$ cat src/rtl/sclut_pkg.sv
package sclut_pkg;
  localparam int unsigned DET_COUNT = 3;
  localparam int unsigned IDX_W     = DET_COUNT;
  localparam int unsigned TBL_W     = 1 << IDX_W;
  typedef logic [TBL_W-1:0] tbl_word_t;
  typedef logic [IDX_W-1:0] tbl_idx_t;
endpackage

$ cat src/rtl/sclut_cfg_reg.sv
module sclut_cfg_reg
  import sclut_pkg::*;
(
  input  logic      clk,
  input  logic      rst_n,
  input  logic      we,
  input  tbl_word_t wdata,
  output tbl_word_t table_q
);
  always_ff @(posedge clk) begin
    if (!rst_n)  table_q <= '0;
    else if (we) table_q <= wdata;
  end

  assert_readback_R7: assert property (@(posedge clk) disable iff (!rst_n)
    we |=> table_q == $past(wdata));
  assert_table_hold_R6: assert property (@(posedge clk) disable iff (!rst_n)
    !we |=> $stable(table_q));
endmodule

$ cat src/rtl/sclut_sector_eval.sv
module sclut_sector_eval
  import sclut_pkg::*;
(
  input  tbl_word_t table_i,
  input  logic      ecc,
  input  logic      ecp,
  input  logic      stof,
  output logic      pass
);
  tbl_idx_t idx;
  always_comb begin
    idx  = {ecc, ecp, stof};
    pass = table_i[idx];
  end
endmodule

$ cat src/rtl/sclut_out_stage.sv
module sclut_out_stage #(
  parameter int unsigned W = 6
) (
  input  logic         clk,
  input  logic         rst_n,
  input  logic         in_valid,
  input  logic [W-1:0] in_data,
  output logic         in_ready,
  output logic         out_valid,
  input  logic         out_ready,
  output logic [W-1:0] out_data
);
  logic take;
  always_comb begin
    in_ready = !out_valid || out_ready;
    take     = in_valid && in_ready;
  end

  always_ff @(posedge clk) begin
    if (!rst_n) begin
      out_valid <= 1'b0;
      out_data  <= '0;
    end else if (take) begin
      out_valid <= 1'b1;
      out_data  <= in_data;
    end else if (out_ready) begin
      out_valid <= 1'b0;
    end
  end

  assert_stall_hold_R5: assert property (@(posedge clk) disable iff (!rst_n)
    (out_valid && !out_ready) |=> (out_valid && $stable(out_data)));
  assert_one_cycle_R4: assert property (@(posedge clk) disable iff (!rst_n)
    (in_valid && in_ready) |=> out_valid);
  assert_drain_R4: assert property (@(posedge clk) disable iff (!rst_n)
    (!in_valid && out_ready) |=> !out_valid);
endmodule

$ cat src/rtl/sector_coinc_lut.sv
module sector_coinc_lut
  import sclut_pkg::*;
#(
  parameter int unsigned NUM_SECTORS = 6
) (
  input  logic                   clk,
  input  logic                   rst_n,
  input  logic                   cfg_we,
  input  logic [TBL_W-1:0]       cfg_wdata,
  output logic [TBL_W-1:0]       cfg_rdata,
  input  logic                   in_valid,
  output logic                   in_ready,
  input  logic [NUM_SECTORS-1:0] ecc_hit,
  input  logic [NUM_SECTORS-1:0] ecp_hit,
  input  logic [NUM_SECTORS-1:0] stof_hit,
  output logic                   out_valid,
  input  logic                   out_ready,
  output logic [NUM_SECTORS-1:0] out_pass
);
  tbl_word_t              table_q;
  logic [NUM_SECTORS-1:0] pass_comb;

  sclut_cfg_reg u_cfg (
    .clk    (clk),
    .rst_n  (rst_n),
    .we     (cfg_we),
    .wdata  (cfg_wdata),
    .table_q(table_q)
  );

  assign cfg_rdata = table_q;

  for (genvar s = 0; s < NUM_SECTORS; s++) begin : g_sector
    sclut_sector_eval u_eval (
      .table_i(table_q),
      .ecc    (ecc_hit[s]),
      .ecp    (ecp_hit[s]),
      .stof   (stof_hit[s]),
      .pass   (pass_comb[s])
    );
  end

  sclut_out_stage #(.W(NUM_SECTORS)) u_out (
    .clk      (clk),
    .rst_n    (rst_n),
    .in_valid (in_valid),
    .in_data  (pass_comb),
    .in_ready (in_ready),
    .out_valid(out_valid),
    .out_ready(out_ready),
    .out_data (out_pass)
  );

  assert_empty_table_R11: assert property (@(posedge clk) disable iff (!rst_n)
    (in_valid && in_ready && table_q == '0) |=> (out_pass == '0));
  assert_full_table_R3: assert property (@(posedge clk) disable iff (!rst_n)
    (in_valid && in_ready && table_q == '1) |=> (out_pass == '1));
  assert_index_msb_R2: assert property (@(posedge clk) disable iff (!rst_n)
    (in_valid && in_ready && table_q == tbl_word_t'(8'hF0)) |=> (out_pass == $past(ecc_hit)));
endmodule

$ cat config.mk
export PLATFORM = sky130hd
export DESIGN_NAME = sector_coinc_lut
export DESIGN_NICKNAME = d
export VERILOG_FILES = /design/src/rtl/sclut_pkg.sv /design/src/rtl/sclut_cfg_reg.sv /design/src/rtl/sclut_sector_eval.sv /design/src/rtl/sclut_out_stage.sv /design/src/rtl/sector_coinc_lut.sv
export SDC_FILE = /design/constraint.sdc
export NUM_CORES = 1
export LEC_CHECK = 0
export CAP_MARGIN = 20
export CORE_MARGIN = 2
export CORE_UTILIZATION = 40
export CTS_CLUSTER_SIZE = 40
export DETAILED_ROUTE_END_ITERATION = 8
export PLACE_DENSITY = 0.79
export SYNTH_ARGS = -nofsm -noshare
export SYNTH_HDL_FRONTEND = slang
export SYNTH_HIERARCHICAL = 1
export SYNTH_SLANG_ARGS = --single-unit
$ cat constraint.sdc
create_clock -name clk -period 1.6 [get_ports clk]
set_input_delay 0.32 -clock clk [delete_from_list [all_inputs] [get_ports clk]]
set_output_delay 0.32 -clock clk [all_outputs]
set_load 0.02 [all_outputs]
==> metrics.md, run 1 <==
| Metric | Value |
|---|---|
| Run status | finished, final reports clean |
| Critical path's top delay family | buffers and inverters |
| Clock Latency Late Sink | 0.27 ns |
| DRT antenna net count | 0 |
| Crit. End Element | primary output |
| First-pass iteration count of the detailed router | 4 |
| CTS tree | built |
| Peak VDD IR | ~0.00055 V |
| Vias in the first global route | about 860 |
| Max_cap viols | 0 |
| Count leader, synth | dfxtp_1 |
| DR iter-0 viols | 22 |
| Setup ws final | roughly 0.065 ns |
| Power Internal | ~660 uW |
| Setup-failing EPs final | 0 |
| Share of cells above drive strength 1 | 0.184 |
| Most common library cells after synthesis | 15 x dfxtp_1, 12 x mux4_1, 8 x mux2i_1, 8 x nor2b_1 |
| Final TNS setup | 0 ns |
| WHS | about 0.46 ns |
| Unrepaired setup endpoints after global routing | no |
| Synth warn | 6 |
| Mapped Area | between 900 and 1000 sq um |
| Worst EP required | between 1 and 1.5 ns |
| Yosys top cell area share | 0.318 |
| Fraction of the cycle the final worst path needs | 0.960 |
| Leading post-synthesis cells by cell area | mux4_1 32%, dfxtp_1 30%, mux2i_1 8.1% |
| Vias | ~850 |
| Layout Utilization | 0.624 |
| CTS root buf | clkbuf_4 |
| Fin cells | between 150 and 200 |
| Avg Vias per Cell | approximately 5.5 |
| Clock-pin slew on the worst setup and hold paths | approximately 0.080 ns |
| Slowest CP cell | clkdlybuf4s50_1 |
| Worst path arrival time | 1.22 ns |
| Placed cell count | ~150 |
| Gr usage total | 0.198 |
| Post-synthesis async set-or-reset flop share | 0 |
| Syn Inst Count | 75 |
| Drt drc | 0 |
| Comb pwr share | 0.298 |
| FMAX | 0.651 GHz |
| DR WL/cell | ~16 um |
| Reg2Reg Setup Slack | 0.15 ns |
| Number of enable flip-flop cells after synthesis | 0 |
| Startpoint Class | input port |
| Post-synthesis sequential area ratio | 0.303 |
| CORE AREA | ~2400 sq um |
| Layout area overhead | 51.5% |
| Starting Density | 0.412 |
| Tightest Pin Transition | ~0.29 ns |
| Final WL | ~2.5 mm |
| Crit-path max cell delay | around 0.45 ns |
| Post-CTS Hold Buffers | 0 |
| Switching share of power | 0.270 |
| Rel. slew slack | 0.808 |
| Total power | between 800 and 900 uW |
| Cell Pwr Density | 599 nW/um^2 |
| Syn Nets | approximately 110 |
| # rows | 18 |
| Initial antenna violation count | 0 |
| Dpl hpwl | approximately 1.9 mm |
| Total Die Area | 2890 sq um |
| Die Ht | around 54 um |
| Final min period | between 1.5 and 2 ns |
| Leak | 0.749 nW |
| Primary FF master, synth | dfxtp_1 |
| Largest net degree at the start of global routing | 22 |
| Die Width | 53.8 um |
| Final slew viol count | 0 |
| Synth cell types | 15 |
| Final Net Count | ~160 |
| Number of antenna repair diodes | 0 |
| CTS Sinks | 15 |
| Cts bufs inserted | 3 |
| Routability Congestion | 0.737 |
| Clock Power Share | 0.231 |
| Buf+Inv Stages, Crit Path | 2 |
| Placed cell area | approximately 1500 sq um |
| Largest area contributor in the netlist | mux4_1 |
| CP cell instances | clkdlybuf4s50_1 -> nand2b_4 -> dlygate4sd2_1 |
| Io pins | 47 |
| Sequential power share | 0.471 |
| Register bit total from synthesis | 15 |
| Worst Setup Path Type | in -> out |
| Skew final | 0.00150 ns |
| Hold Fails Final Rpt | 0 |
| H-tree depth | 1 |
| NetSw | 242 uW |
| First-pass GRT wire length | between 3 and 4 mm |
| I/O Buffers | 46 |
| Place WS | -0.364 ns |
| Hold crit path type | reg -> reg |
| Max Root-Sink Buffers | 2 |
| Max Fanout on Critical Path | 2 |
| Final instance area | roughly 1500 sq um |
| Syn avg cell area | 13.2 sq um |
| Grt total ovfl | 0 |
## area by class of cell
class                           instances  area, sq um
Clock buffer                            4         26.3
Fill cell                             210          907
Inverter                                1         3.75
Timing Repair Buffer                   50          487
Multi-Input combinational cell         55          648
Tap cell                               30         37.5
Sequential cell                        15          300
## state kept, by name (all words and copies together), names as in the netlist
| register | cells |
|---|---|
| u_cfg/table_q | 8 |
| u_out/out_data | 6 |
| u_out/out_valid | 1 |
## timing repair
action                     CTS  global route
buffers inserted             0             0
gates resized for setup     17             6
gates cloned                 0             0
setup endpoints to repair   15             6
## placed cells by master, fill, tap and decap left out, drive strengths merged
cell           instances
a21boi                 1
and2                   1
buf                    4
clkbuf                 4
clkdlybuf4s50         25
dfxtp                 15
dlygate4sd2           15
dlymetal6s2s           6
inv                    1
mux2                   6
mux2i                  8
mux4                  12
nand2                  6
nand2b                 1
nand4                  6
nor2b                  8
o21ai                  6
## routing by layer
metal	part of all wire	GRT usage	vias up
met5	0	0	-
met4	0.0059	0.0769	0
met3	0.061	0.0278	2
met2	0.51	0.335	46
met1	0.42	0.255	393
li1	-	-	405
## power groups by stage
stage / clock network (mW) / registers [mW] / logic (mW)
global route: 0.238 / 0.428 / 0.286
global placement: 0 / 0.430 / 0.277
finish: 0.208 / 0.424 / 0.268
CTS: 0.216 / 0.424 / 0.270
detailed placement: 0 / 0.432 / 0.283
floorplan: 0 / 0.447 / 0.116
## worst register-to-register path: stages, from the launching register on
cell and delay (ns):
dfxtp_1 0.39, mux4_1 0.52, mux2_2 0.29, nand4_1 0.09, o21ai_2 0.06
## logic make-up (layout without fill, tap and decap cells)
family | count (synthesis) | after routing | synth area share
buf+inv | 5 | 55 | 0.0366
simple gates | 22 | 22 | 0.134
compound gates | 7 | 7 | 0.0605
mux | 26 | 26 | 0.467
flops | 15 | 15 | 0.303
## path summary, 6_finish.rpt
| check | start | to | depth (start not counted) |
|---|---|---|---|
| max | out_ready | in_ready | 3 |
| min | u_out/out_data[5] | u_out/out_data[5] | 2 |
| max reg2reg | u_cfg/table_q[1] | u_out/out_data[0] | 4 |
| min reg2reg | u_out/out_data[5] | u_out/out_data[5] | 2 |
No activity file was read; power rests on OpenSTA's default activity.
==> inputs of run 2 (changes only) <==
--- a/config.mk
+++ b/config.mk
@@ -10,6 +10,7 @@
 export CORE_UTILIZATION = 40
 export CTS_CLUSTER_SIZE = 40
 export DETAILED_ROUTE_END_ITERATION = 8
+export HOLD_SLACK_MARGIN = 0.1
 export PLACE_DENSITY = 0.79
 export SYNTH_ARGS = -nofsm -noshare
 export SYNTH_HDL_FRONTEND = slang
==> results of run 2 <==
No change in the layout: final DEF, timing and power equal those of run 1.
